File: config.mk
export PLATFORM = sky130hd
export DESIGN_NAME = logic_exec_unit
export DESIGN_NICKNAME = d
export VERILOG_FILES = /design/src/rtl/logop_pkg.sv /design/src/rtl/logop_regfile.sv /design/src/rtl/logop_alu.sv /design/src/rtl/logop_ctrl.sv /design/src/rtl/logic_exec_unit.sv
export SDC_FILE = /design/constraint.sdc
export NUM_CORES = 1
export LEC_CHECK = 0
export ABC_AREA = 1
export BUFFER_PORTS_ARGS = -buffer_cell sky130_fd_sc_hd__buf_4
export CAP_MARGIN = 20
export CELL_PAD_IN_SITES_DETAIL_PLACEMENT = 2
export CELL_PAD_IN_SITES_GLOBAL_PLACEMENT = 2
export CORE_MARGIN = 2
export CORE_UTILIZATION = 36
export DETAILED_ROUTE_END_ITERATION = 8
export GPL_TIMING_DRIVEN = 0
export PLACE_DENSITY = 0.89
export SETUP_SLACK_MARGIN = 0.1
export SLEW_MARGIN = 20
export SYNTH_ARGS = -nofsm -noshare
export SYNTH_HDL_FRONTEND = slang
export SYNTH_HIERARCHICAL = 1
export SYNTH_SLANG_ARGS = --single-unit
File: constraint.sdc
create_clock -name clk -period 6.55 [get_ports clk]
set_input_delay 0.9825 -clock clk [delete_from_list [all_inputs] [get_ports clk]]
set_output_delay 0.9825 -clock clk [all_outputs]
set_load 0.01 [all_outputs]
File: src/rtl/logop_pkg.sv
package logop_pkg;

   typedef enum logic [1:0] {
      OP_AND  = 2'd0,
      OP_OR   = 2'd1,
      OP_XOR  = 2'd2,
      OP_NONE = 2'd3
   } lop_op_e;

   typedef enum logic [1:0] {
      SRC_REG  = 2'd0,
      SRC_MEM  = 2'd1,
      SRC_IMM  = 2'd2,
      SRC_NONE = 2'd3
   } lop_src_e;

   typedef struct packed {
      logic zf;
      logic nf;
      logic hf;
      logic cf;
   } lop_flags_t;

   typedef enum logic {
      ST_IDLE = 1'b0,
      ST_WAIT = 1'b1
   } lop_state_e;

endpackage

File: src/rtl/logop_regfile.sv
module logop_regfile #(
   parameter int DATA_W = 8,
   parameter int NREG   = 8,
   parameter int NRD    = 5,
   localparam int RAW   = $clog2(NREG)
) (
   input  logic              clk,
   input  logic              rst_n,
   input  logic              wb_en,
   input  logic [RAW-1:0]    wb_idx,
   input  logic [DATA_W-1:0] wb_data,
   input  logic              pl_en,
   input  logic [RAW-1:0]    pl_idx,
   input  logic [DATA_W-1:0] pl_data,
   input  logic [RAW-1:0]    rd_idx  [NRD],
   output logic [DATA_W-1:0] rd_data [NRD]
);

   logic [DATA_W-1:0] regs_q [NREG];

   for (genvar g = 0; g < NREG; g++) begin : g_entry
      logic hit_wb;
      logic hit_pl;
      assign hit_wb = wb_en && (wb_idx == RAW'(g));
      assign hit_pl = pl_en && (pl_idx == RAW'(g));
      always_ff @(posedge clk) begin
         if (!rst_n)      regs_q[g] <= '0;
         else if (hit_wb) regs_q[g] <= wb_data;
         else if (hit_pl) regs_q[g] <= pl_data;
      end
   end

   for (genvar p = 0; p < NRD; p++) begin : g_rd
      assign rd_data[p] = regs_q[rd_idx[p]];
   end


   wb_over_pl_chk: assert property (@(posedge clk) disable iff (!rst_n)
      (wb_en && pl_en && (wb_idx == pl_idx)) |=> (regs_q[$past(wb_idx)] == $past(wb_data)));

endmodule

File: src/rtl/logop_alu.sv
module logop_alu
   import logop_pkg::*;
#(
   parameter int DATA_W = 8
) (
   input  lop_op_e           op,
   input  logic [DATA_W-1:0] a,
   input  logic [DATA_W-1:0] b,
   output logic [DATA_W-1:0] res,
   output lop_flags_t        fl
);

   always_comb begin
      unique case (op)
         OP_AND:  res = a & b;
         OP_OR:   res = a | b;
         OP_XOR:  res = a ^ b;
         default: res = '0;
      endcase
   end

   always_comb begin
      fl.zf = (res == '0);
      fl.nf = 1'b0;
      fl.hf = (op == OP_AND);
      fl.cf = 1'b0;
   end

endmodule

File: src/rtl/logop_ctrl.sv
module logop_ctrl
   import logop_pkg::*;
#(
   parameter int          DATA_W   = 8,
   parameter int          NREG     = 8,
   parameter int          PC_W     = 16,
   parameter logic [15:0] PC_RESET = 16'h0100,
   localparam int         RAW      = $clog2(NREG),
   localparam int         ADDR_W   = 2 * DATA_W
) (
   input  logic              clk,
   input  logic              rst_n,
   input  logic              start,
   input  logic [1:0]        op_sel,
   input  logic [1:0]        src_sel,
   input  logic [RAW-1:0]    dst_idx,
   input  logic [DATA_W-1:0] imm_byte,
   input  logic [DATA_W-1:0] src_rd,
   input  logic [DATA_W-1:0] pair_hi,
   input  logic [DATA_W-1:0] pair_lo,
   input  logic              bus_valid,
   input  logic [DATA_W-1:0] bus_rdata,
   input  logic [DATA_W-1:0] alu_res,
   input  lop_flags_t        alu_fl,
   output logic [RAW-1:0]    rd_dst_idx,
   output lop_op_e           alu_op,
   output logic [DATA_W-1:0] alu_b,
   output logic              wb_en,
   output logic [RAW-1:0]    wb_idx,
   output logic [DATA_W-1:0] wb_data,
   output logic              done,
   output logic              bus_req,
   output logic [ADDR_W-1:0] bus_addr,
   output lop_flags_t        flags,
   output logic [PC_W-1:0]   pc
);

   lop_state_e        state_q;
   lop_op_e           op_l;
   logic [RAW-1:0]    dst_l;
   logic [ADDR_W-1:0] addr_l;
   logic              done_q;
   lop_flags_t        flags_q;
   logic [PC_W-1:0]   pc_q;

   logic accept, legal, go_wait, commit;
   logic [PC_W-1:0] step;

   assign accept  = start && (state_q == ST_IDLE);
   assign legal   = (op_sel != OP_NONE) && (src_sel != SRC_NONE);
   assign go_wait = accept && legal && (src_sel == SRC_MEM);

   always_comb begin
      if (state_q == ST_WAIT) begin
         alu_op     = op_l;
         rd_dst_idx = dst_l;
         alu_b      = bus_rdata;
         commit     = bus_valid;
         step       = PC_W'(1);
      end else begin
         alu_op     = lop_op_e'(op_sel);
         rd_dst_idx = dst_idx;
         alu_b      = (src_sel == SRC_IMM) ? imm_byte : src_rd;
         commit     = accept && legal && (src_sel != SRC_MEM);
         step       = (src_sel == SRC_IMM) ? PC_W'(2) : PC_W'(1);
      end
   end

   assign wb_en   = commit;
   assign wb_idx  = rd_dst_idx;
   assign wb_data = alu_res;

   always_ff @(posedge clk) begin
      if (!rst_n) begin
         state_q <= ST_IDLE;
         op_l    <= OP_AND;
         dst_l   <= '0;
         addr_l  <= '0;
         done_q  <= 1'b0;
         flags_q <= '0;
         pc_q    <= PC_W'(PC_RESET);
      end else begin
         done_q <= (accept && !go_wait) || ((state_q == ST_WAIT) && bus_valid);
         if (go_wait) begin
            state_q <= ST_WAIT;
            op_l    <= lop_op_e'(op_sel);
            dst_l   <= dst_idx;
            addr_l  <= {pair_hi, pair_lo};
         end else if ((state_q == ST_WAIT) && bus_valid) begin
            state_q <= ST_IDLE;
         end
         if (commit) begin
            flags_q <= alu_fl;
            pc_q    <= pc_q + step;
         end
      end
   end

   assign done     = done_q;
   assign bus_req  = (state_q == ST_WAIT);
   assign bus_addr = addr_l;
   assign flags    = flags_q;
   assign pc       = pc_q;


   nc_clear_chk: assert property (@(posedge clk) disable iff (!rst_n)
      done_q |-> (!flags_q.nf && !flags_q.cf));


   hc_by_op_chk: assert property (@(posedge clk) disable iff (!rst_n)
      commit |=> (flags_q.hf == ($past(alu_op) == OP_AND)));


   zero_flag_chk: assert property (@(posedge clk) disable iff (!rst_n)
      commit |=> (flags_q.zf == ($past(wb_data) == '0)));


   pc_imm_chk: assert property (@(posedge clk) disable iff (!rst_n)
      (accept && legal && (src_sel == SRC_IMM)) |=> (pc_q == $past(pc_q) + PC_W'(2)));


   pc_mem_chk: assert property (@(posedge clk) disable iff (!rst_n)
      ((state_q == ST_WAIT) && bus_valid) |=> (pc_q == $past(pc_q) + PC_W'(1)));


   req_hold_chk: assert property (@(posedge clk) disable iff (!rst_n)
      (bus_req && !bus_valid) |=> (bus_req && $stable(bus_addr)));


   wait_quiet_chk: assert property (@(posedge clk) disable iff (!rst_n)
      (bus_req && !bus_valid) |=> (!done_q && $stable(pc_q) && $stable(flags_q)));


   noop_chk: assert property (@(posedge clk) disable iff (!rst_n)
      (accept && !legal) |=> (done_q && $stable(pc_q) && $stable(flags_q)));

endmodule

File: src/rtl/logic_exec_unit.sv
module logic_exec_unit
   import logop_pkg::*;
#(
   parameter int          DATA_W   = 8,
   parameter int          NREG     = 8,
   parameter int          PC_W     = 16,
   parameter logic [15:0] PC_RESET = 16'h0100,
   localparam int         RAW      = $clog2(NREG),
   localparam int         ADDR_W   = 2 * DATA_W
) (
   input  logic              clk,
   input  logic              rst_n,
   input  logic              start,
   input  logic [1:0]        op_sel,
   input  logic [1:0]        src_sel,
   input  logic [RAW-1:0]    dst_idx,
   input  logic [RAW-1:0]    src_idx,
   input  logic [DATA_W-1:0] imm_byte,
   output logic              done,
   output logic              bus_req,
   output logic [ADDR_W-1:0] bus_addr,
   input  logic              bus_valid,
   input  logic [DATA_W-1:0] bus_rdata,
   input  logic              pre_we,
   input  logic [RAW-1:0]    pre_idx,
   input  logic [DATA_W-1:0] pre_data,
   input  logic [RAW-1:0]    obs_idx,
   output logic [DATA_W-1:0] obs_data,
   output logic [3:0]        flags,
   output logic [PC_W-1:0]   pc
);

   localparam int NRD    = 5;
   localparam int RP_DST = 0;
   localparam int RP_SRC = 1;
   localparam int RP_HI  = 2;
   localparam int RP_LO  = 3;
   localparam int RP_OBS = 4;

   if (NREG < 2 || (NREG & (NREG - 1)) != 0) begin : g_bad_nreg
      $error("NREG must be a power of two of at least 2");
   end
   if (DATA_W < 1) begin : g_bad_width
      $error("DATA_W must be positive");
   end
   if (PC_W < 2) begin : g_bad_pc
      $error("PC_W must be at least 2");
   end

   logic [RAW-1:0]    rd_idx  [NRD];
   logic [DATA_W-1:0] rd_data [NRD];
   logic [RAW-1:0]    rd_dst_idx;
   lop_op_e           alu_op;
   logic [DATA_W-1:0] alu_b, alu_res, wb_data;
   lop_flags_t        alu_fl, flags_s;
   logic              wb_en;
   logic [RAW-1:0]    wb_idx;

   assign rd_idx[RP_DST] = rd_dst_idx;
   assign rd_idx[RP_SRC] = src_idx;
   assign rd_idx[RP_HI]  = {src_idx[RAW-1:1], 1'b0};
   assign rd_idx[RP_LO]  = {src_idx[RAW-1:1], 1'b1};
   assign rd_idx[RP_OBS] = obs_idx;

   logop_regfile #(.DATA_W(DATA_W), .NREG(NREG), .NRD(NRD)) u_rf (
      .clk     (clk),
      .rst_n   (rst_n),
      .wb_en   (wb_en),
      .wb_idx  (wb_idx),
      .wb_data (wb_data),
      .pl_en   (pre_we),
      .pl_idx  (pre_idx),
      .pl_data (pre_data),
      .rd_idx  (rd_idx),
      .rd_data (rd_data)
   );

   logop_alu #(.DATA_W(DATA_W)) u_alu (
      .op  (alu_op),
      .a   (rd_data[RP_DST]),
      .b   (alu_b),
      .res (alu_res),
      .fl  (alu_fl)
   );

   logop_ctrl #(.DATA_W(DATA_W), .NREG(NREG), .PC_W(PC_W), .PC_RESET(PC_RESET)) u_ctrl (
      .clk        (clk),
      .rst_n      (rst_n),
      .start      (start),
      .op_sel     (op_sel),
      .src_sel    (src_sel),
      .dst_idx    (dst_idx),
      .imm_byte   (imm_byte),
      .src_rd     (rd_data[RP_SRC]),
      .pair_hi    (rd_data[RP_HI]),
      .pair_lo    (rd_data[RP_LO]),
      .bus_valid  (bus_valid),
      .bus_rdata  (bus_rdata),
      .alu_res    (alu_res),
      .alu_fl     (alu_fl),
      .rd_dst_idx (rd_dst_idx),
      .alu_op     (alu_op),
      .alu_b      (alu_b),
      .wb_en      (wb_en),
      .wb_idx     (wb_idx),
      .wb_data    (wb_data),
      .done       (done),
      .bus_req    (bus_req),
      .bus_addr   (bus_addr),
      .flags      (flags_s),
      .pc         (pc)
   );

   assign obs_data = rd_data[RP_OBS];
   assign flags    = flags_s;


   done_gates_state_chk: assert property (@(posedge clk) disable iff (!rst_n)
      !done |-> ($stable(pc) || $past(!rst_n)));

endmodule

* Word level (Yosys, flattened, before mapping)
Memory sizes are Yosys's and may differ from the RTL's. A register that Yosys moved wholly into a read port is not among the register bits.
Index checks and enable logic that the tools add are counted.
** Storage, ports and cells
- Memories kept :: 1
- RAM bits :: 64
- Bits in registers :: 25
- Output and inout bits :: 46
- Bits of input ports :: 45
** Memories
- u_rf.regs_q :: depth 8, width 8, read ports 5, clocked after memory_dff 2, wr ports 8, RTL line logop_regfile.sv:19 : logic [DATA_W-1:0] regs_q [NREG];
** Cells by class
- Multiplexer cells :: 83
- Eq/ne operators :: 21
- Bitwise logic cells :: 20
- Reduce and logical (&&, ||, !) cells :: 32
- Add/sub/neg operators :: 1
** Operators by type and width (number)
- 8-bit 2-to-1 mux :: 18
- 1-bit 2-to-1 mux :: 60
- 3-bit == test (second input constant) :: 8
- 8-bit one-hot mux with 3 select lines :: 1
- 1-bit logical AND :: 23
- 16-bit adder :: 1
- 16-bit 2-to-1 mux :: 1
- 1-bit bitwise OR :: 16
- 3-bit by 2-bit == test with 1-bit output (second input constant) :: 4
- 8-bit bitwise AND :: 1
- 8-bit logical NOT :: 1
- 8-bit bitwise OR :: 1
- 8-bit XOR :: 1
- 3-bit by 1-bit == test with 1-bit output (second input constant) :: 2
- 3-bit logical NOT :: 2
- 2-bit by 1-bit == test with 1-bit output (second input constant) :: 2
- 2-bit == test (second input constant) :: 2
- 2-bit 2-to-1 mux :: 2
- 2-bit != test (second input constant) :: 2
- 1-bit logical NOT :: 3
- 3-bit 2-to-1 mux :: 1
- 2-bit logical NOT :: 1
- 2-bit by 1-bit != test with 1-bit output (second input constant) :: 1
- 2-bit nonzero test :: 1
- 2 further kinds :: 2

* Logic depth before layout (Yosys ltp)
Gate-level depths: netlist (run 1).
- Depth in word-level cells :: 11
- Gate-level depth with buffers :: 22

* Hierarchy
The synthesis (run 1) kept the hierarchy.
** By module, submodules not included
- logop_regfile :: cells each 899, times used 1, area an instance 5770.5 sq um, seq. area each 1921.8 sq um
- logop_ctrl :: cells each 329, times used 1, area an instance 2265.9 sq um, seq. area each 860.8 sq um
- logop_alu :: cells each 85, times used 1, area an instance 546.8 sq um, seq. area each 0.0 sq um
- logic_exec_unit :: cells each 2, times used 1, area an instance 7.5 sq um, seq. area each 0.0 sq um

* Least setup slack after synthesis (run 1)
No wires, ideal clock.
- Path type :: input port to flip-flop
- Start :: input src_idx[0]
- End :: memory u_rf.regs_q[4][1], data pin
- Arrival time :: 2799 ps
- Stages on the path :: 17
- Slack :: 3502 ps
- Required time :: 6300 ps
- Cell sequence :: buf_2 buf_1 o211ai_1 nand2_1 nand2_1 nand2_1 nand2_1 a31oi_1 inv_1 ha_1 nand3_1 nand3_2 buf_4 inv_1 o21ai_0 nand2_1 inv_1
** RTL lines
- from (decl) :: RTL line logic_exec_unit.sv:17 : input logic [RAW-1:0] src_idx,
- to (decl) :: RTL line logop_regfile.sv:19

==> flow_summary_export.csv, run 1 <==
group,metric,value,unit
run_status,status,"completed",
timing,max_slew.worst_pin.slew,0.633,ns
power,p_int,0.00119,W
critical_path,critPathCaptureType,"flop",
hold_path,min_path_type,"flop to flop",
timing,setup_viol_count_final,0,
cells_and_area,layout_common_cells,"446 x nand2_1, 130 x o21ai_0, 119 x inv_1",
drt,first_pass_iters,5,
critical_path,path_buf_inv,9,
cts,cts_buffer_depth,2,
cts,cts_resized,0,
grt,grt_pass1_wl,68.2,mm
cts,h-tree-depth,3,
synth,synth_async_sr_flop_share,0,
cells_and_area,final_common_cell,"nand2_1",
cts,cts_setup_buffers,0,
placement,dp_hpwl,33.9,mm
drt,drc,0,
synth,ys.flop_type,"edfxtp_1",
cells_and_area,final_net_count,1477,
critical_path,crit_path_cell_trace,"buf_6 > inv_1 > clkbuf_1 > nand2_1 > nand2_1 > buf_2 > buf_1 > o211ai_1 > nand2_1 > nand2_1 > nand2_1 > inv_1 > ha_1 > nand3_1 > nand3_2 > buf_4 > inv_1 > o21ai_0 > nand2_1 > inv_1",
synth,ys_seq_elements,107,
timing,hold_viol,0,
critical_path,cp_max_fo,10,
timing,period_needed,4.28,ns
synth,synth_area,8590,um2
power,p_leak,4.60,nW
synth,yosys_warnings,6,
timing,maxSlewViolCount,0,
floorplanning,dieArea,25100,um2
timing,timing.final.ws_setup,2.27,ns
critical_path,arrival,4.42,ns
critical_path,reg2regPathDepth,20,
hold_path,hold_depth,2,
drt,drt-initial-drc-count,922,
hold_path,min_to,"u_ctrl/bus_addr[8]$_SDFFE_PN0P_",
cts,clockRootBuffer,"clkbuf_16",
critical_path,rr_endpoint,"u_rf/regs_q[4][0]$_SDFFCE_PN0P_",
power,vdd_drop_max,0.136,mV
critical_path,crit_slowest_cell,"buf_1",
cts,clock-sinks,107,
floorplanning,core_area,23500,um2
power,switching_share,0.391,
grt,track_usage,0.368,
critical_path,critPathLaunchType,"flop",
cts,cts.clk_slew.worst_paths,0.09,ns
cts,insertion_delay,0.37,ns
flow_run,cap_viol_max_count,0,
floorplanning,die_h,158,um
synth,yosysSeqAreaShare,0.324,
floorplanning,core.rowCount,56,
grt,grt_pass1_vias,11100,
floorplanning,die_w,158,um
drt,wire_per_inst,26.5,um
synth,syn_area_per_cell,6.53,um2
critical_path,critPathKind,"flop to flop",
grt,grt_max_degree,23,
power,pwr-share-clk,0.302,
timing,finalSetupTns,0,ns
cells_and_area,drive_gt1_frac,0.139,
critical_path,critPathMaxStageDelay,0.49,ns
drt,postRouteWirelength,46.0,mm
critical_path,r2r_setup_slack,2.27,ns
drt,ant_nets,0,
cells_and_area,antenna_cells,0,
drt,vias,10400,
hold_path,hp-start,"u_ctrl/bus_addr[8]$_SDFFE_PN0P_",
placement,port_buffers,86,
timing,fmax,234,MHz
synth,ys_types,34,
placement,dp_worst_setup_slack,2.52,ns
timing,skew,0.0169,ns
timing,max_slew_margin,0.578,
power,power_switching,0.000767,W
floorplanning,ioPinCount,91,
placement,place_congestion,0.994,
power,comb_power_share,0.296,
critical_path,r2r-start,"u_ctrl/bus_req$_SDFFE_PN0P_",
cts,cts_made_buffers,9,
timing,final.period_utilization,0.654,
synth,synth_edf_count,64,
drt,via_per_inst,6.00,
floorplanning,start_util,0.366,
critical_path,cp_common_cell,"nand2_1",
critical_path,cp.required,6.69,ns
grt,grt_overflow,0,
cts,hold_buffers,0,
power,sequentialPowerShare,0.401,
synth,syn_inst,1315,
power,p_per_area,197,nW/um2
grt,antenna_found_initial,0,
timing,rsz0062_at_grt,"no",
cts,cts_tree,"done",
critical_path,path_delay_family,"buffers and inverters",
cells_and_area,area_growth,15.8,%
worst register-to-register path: stages (launching register included):
cell and delay (ns):
dfxtp_1 0.36, buf_6 0.18, inv_1 0.12, clkbuf_1 0.43, nand2_1 0.13, nand2_1 0.25, buf_2 0.31, buf_1 0.49
o211ai_1 0.18, nand2_1 0.18, nand2_1 0.08, nand2_1 0.15, inv_1 0.06, ha_1 0.29, nand3_1 0.13, nand3_2 0.14
buf_4 0.20, inv_1 0.08, o21ai_0 0.09, nand2_1 0.14, inv_1 0.05
stage by stage:
stage | total power [W] | instance area, um2 | hold slack (ns) | util | std cells
2_1_floorplan | 0.00110 | 8590 | 0.462 | - | 1316
3_3_place_gp | 0.00128 | 9640 | 0.479 | 0.411 | 1721
3_5_place_dp | 0.00133 | 9640 | 0.485 | 0.411 | 1721
4_1_cts | 0.00194 | 9950 | 0.510 | 0.424 | 1737
5_1_grt | 0.00203 | 9950 | 0.549 | 0.424 | 1737
6_report | 0.00196 | 9950 | 0.516 | 0.424 | 1737
kinds of logic (layout without fill, tap and decap cells):
group	after synthesis	in the layout	share of synthesized area
AND/OR/NAND/NOR	626	626	0.307
AO/OA/AOI/OAI	352	352	0.231
other	3	4	0.00131
flip-flops	107	107	0.324
buffers and inverters	208	310	0.108
adder cells (fa/ha/maj)	19	19	0.0285
area by class of cell:
type                       count  area [um2]
buffer                        85         463
clock buffer                   9         225
clock inverter                 7        86.3
fill                        2903       13500
inverter                     123         464
multi-input combinational   1001        4880
sequential                   107        2780
tap                          319         399
timing repair buffer          86         646
worst max path at each step:
stage                                      startpoint                              end  slack [ns]  cells after the start
after floorplan                            src_idx[0]  u_rf/regs_q[4][1]$_SDFFCE_PN0P_        3.50                     17
after global placement                     src_idx[1]  u_rf/regs_q[4][0]$_SDFFCE_PN0P_        2.79                     17
after detailed placement                   src_idx[1]  u_rf/regs_q[4][0]$_SDFFCE_PN0P_        2.52                     17
after CTS                 u_ctrl/bus_req$_SDFFE_PN0P_  u_rf/regs_q[4][1]$_SDFFCE_PN0P_        2.44                     20
after global routing      u_ctrl/bus_req$_SDFFE_PN0P_  u_rf/regs_q[4][1]$_SDFFCE_PN0P_        2.16                     20
final                     u_ctrl/bus_req$_SDFFE_PN0P_  u_rf/regs_q[4][0]$_SDFFCE_PN0P_        2.27                     20
power by group through the flow:
stage	Combinational (W)	Sequential, W	Clock [W]
4_1_cts	0.000557	0.000782	0.000604
6_report	0.000580	0.000786	0.000592
5_1_grt	0.000616	0.000786	0.000625
3_5_place_dp	0.000536	0.000796	0
2_1_floorplan	0.000322	0.000779	0
3_3_place_gp	0.000493	0.000791	0
synth_stat cells, drive strengths merged (2+ instances only):
cell type  number  share of area
buf            51          0.039
nand3b          2         0.0017
nand4          14          0.010
a31oi           8         0.0058
o21ai         165          0.096
o22ai           8         0.0058
o211ai         80          0.070
nor3            6         0.0092
ha             18          0.026
a21oi          91          0.053
nand2         451           0.20
conb            3         0.0013
nand3          32          0.023
nor2          120          0.063
edfxtp         64           0.22
dfxtp          43           0.10
clkbuf         34          0.015
inv           123          0.054
state kept, by name, indices dropped and copies added, names as in the netlist:
register         cells
u_ctrl/dst_l         3
u_ctrl/pc           16
u_rf/regs_q         64
u_ctrl/flags         4
u_ctrl/done          1
u_ctrl/op_l          2
u_ctrl/bus_req       1
u_ctrl/bus_addr     16
layer usage:
layer | routed length (um) | track usage
met1 | 18100 | 0.448
met2 | 22100 | 0.623
met3 | 2850 | 0.0468
met4 | 3000 | 0.220
met5 | 0 | 0
Power figures use the tool's default switching activity.
==> run 2, diff against run 1 <==
--- a/config.mk
+++ b/config.mk
@@ -11,10 +11,10 @@
 export CELL_PAD_IN_SITES_DETAIL_PLACEMENT = 2
 export CELL_PAD_IN_SITES_GLOBAL_PLACEMENT = 2
 export CORE_MARGIN = 2
-export CORE_UTILIZATION = 36
+export CORE_UTILIZATION = 30
 export DETAILED_ROUTE_END_ITERATION = 8
 export GPL_TIMING_DRIVEN = 0
-export PLACE_DENSITY = 0.89
+export PLACE_DENSITY = 0.8
 export SETUP_SLACK_MARGIN = 0.1
 export SLEW_MARGIN = 20
 export SYNTH_ARGS = -nofsm -noshare
==> constraint.sdc (replaced) <==
create_clock -name clk -period 3.9 [get_ports clk]
set_input_delay 0.585 -clock clk [delete_from_list [all_inputs] [get_ports clk]]
set_output_delay 0.585 -clock clk [all_outputs]
set_load 0.01 [all_outputs]
==> flow_summary_export.csv, run 2 (same netlist as run 1, synthesis figures left out) <==
group,metric,value,unit
cts,cts_setup_buffers,0,
drt,ant_nets,0,
cts,cts_tree,"done",
grt,grt_overflow,0,
timing,skew,0.0207,ns
timing,maxSlewViolCount,0,
cells_and_area,top_register,"u_rf/regs_q",
drt,via_per_inst,5.47,
critical_path,critPathLaunchType,"flop",
critical_path,critPathMaxStageDelay,0.33,ns
floorplanning,ioPinCount,91,
placement,place_inst,1780,
cts,h-tree-depth,3,
floorplanning,die_h,173,um
cells_and_area,layout_common_cells,"446 x nand2_1, 130 x o21ai_0, 119 x inv_1",
placement,port_buffers,86,
flow_run,cap_viol_max_count,0,
run_status,status,"completed",
floorplanning,die_w,173,um
timing,fmax,280,MHz
drt,postRouteWirelength,40.1,mm
critical_path,crit_path_cell_trace,"buf_6 > inv_1 > clkbuf_2 > nand2_1 > nand2_1 > buf_2 > buf_2 > nand2_1 > o211ai_1 > nand2_1 > nand2_1 > nand2_1 > inv_1 > ha_1 > nand3_1 > nand3_1 > buf_4 > inv_1 > o21ai_0 > nand2_1 > inv_1",
floorplanning,start_util,0.307,
cts,clock-sinks,107,
cells_and_area,antenna_cells,0,
grt,grt_pass1_vias,10300,
timing,max_slew.worst_pin.slew,0.601,ns
cts,insertion_delay,0.37,ns
grt,grt_pass1_wl,61.8,mm
cts,cts_buffer_depth,2,
critical_path,critPathCaptureType,"flop",
grt,grt_max_degree,19,
timing,rsz0062_at_grt,"no",
placement,place_congestion,0.928,
cells_and_area,largest_reg_flops,64,
critical_path,cp_common_cell,"nand2_1",
critical_path,crit_slowest_cell,"dfxtp_1",
critical_path,r2r-start,"u_ctrl/bus_req$_SDFFE_PN0P_",
drt,drc,0,
timing,finalSetupTns,0,ns
timing,period_needed,3.57,ns
grt,track_usage,0.266,
power,p_per_area,311,nW/um2
hold_path,hp-start,"dst_idx[2]",
critical_path,critPathKind,"flop to flop",
placement,dp_hpwl,32.2,mm
floorplanning,core.rowCount,61,
cells_and_area,final_net_count,1477,
floorplanning,dieArea,30000,um2
placement,placement.cell_area,9710,um2
critical_path,arrival,3.68,ns
critical_path,cp.required,4.02,ns
cts,cts_made_buffers,9,
power,p_leak,4.60,nW
hold_path,min_path_type,"input pin to flop",
timing,setup_viol_count_final,0,
cts,cts.clk_slew.worst_paths,0.09,ns
cells_and_area,area_growth,16.4,%
cells_and_area,final_common_cell,"nand2_1",
grt,antenna_found_initial,0,
critical_path,cp_max_fo,10,
power,power,0.00311,W
critical_path,path_buf_inv,9,
cells_and_area,drive_gt1_frac,0.142,
power,vdd_drop_max,0.181,mV
drt,drt-initial-drc-count,721,
drt,vias,9823,
cts,clockRootBuffer,"clkbuf_16",
critical_path,crit_path_start,"u_ctrl/bus_req$_SDFFE_PN0P_",
timing,hold_viol,0,
floorplanning,core_area,28000,um2
drt,wire_per_inst,22.4,um
timing,final.period_utilization,0.915,
cells_and_area,fin_area,10000,um2
critical_path,path_delay_family,"buffers and inverters",
cells_and_area,final_cells,1796,
drt,first_pass_iters,5,
timing,max_slew_margin,0.597,
[run 2: cell count changes in the layout (fill, tap and decap cells not counted)]
cell / change
clkinv_8: -2
inv_12: -1
clkinvlp_4: +1
buf_2: +1
clkbuf_1: -3
clkbuf_2: +4
inv_8: -1
clkinv_2: +1
inv_6: +1
buf_1: -1
[run 2: final cells by class]
type                    count  area (um2)
fillers                  3446       18000
flip-flops and latches    107        2780
inverters                 123         464
clock inverters             6        47.5
multi-input cells        1001        4880
well taps                 378         473
plain buffers              85         469
clock buffers              10         229
repair buffers             86         646
[run 2: repair_timing]
item	in CTS	in global routing
hold buffers	0	0
endpoints found under the setup margin	14	48
resized for setup	2	6
[run 2: final timing paths]
kind                                                        end  slack [ns]  cells after the start
worst max-delay path            u_rf/regs_q[4][4]$_SDFFCE_PN0P_        0.33                     21
worst min-delay path               u_ctrl/dst_l[2]$_SDFFE_PN0P_        0.46                      3
worst max register to register  u_rf/regs_q[4][4]$_SDFFCE_PN0P_        0.33                     21
worst min register to register  u_ctrl/bus_addr[6]$_SDFFE_PN0P_        0.51                      2
[run 2: worst register-to-register path, delay by kind of cell (launching register included)]
family          cells  cell delay [ns]
flops               1             0.33
simple gates        9             1.08
fa+ha+maj           1             0.24
buf+inv             9             1.45
compound gates      2             0.22
[run 2: layer usage]
metal | part of all wire | global-route usage | vias up
met5 | 0 | 0 | -
met4 | 0.030 | 0.0925 | 0
met3 | 0.042 | 0.0283 | 56
met2 | 0.50 | 0.472 | 251
met1 | 0.42 | 0.336 | 4964
li1 | - | - | 4552
[run 2: per-stage QoR]
stage / hold WS, ns / util / setup WS (ns)
5_1_grt: 0.464 / 0.357 / 0.116
4_1_cts: 0.457 / 0.357 / 0.117
3_3_place_gp: 0.479 / 0.347 / 0.183
2_1_floorplan: 0.462 / - / 1.09
3_5_place_dp: 0.495 / 0.347 / 0.0536
6_report: 0.462 / 0.357 / 0.332
[run 2: power breakdown]
| group | total [W] | internal (W) | switching (W) | leakage (nW) |
|---|---|---|---|---|
| clock | 0.000895 | 0.000441 | 0.000454 | 0.133 |
| combinational | 0.000904 | 0.000282 | 0.000622 | 3.44 |
| sequential | 0.00131 | 0.00125 | 0.0000618 | 1.02 |
| total | 0.00311 | 0.00197 | 0.00114 | 4.60 |
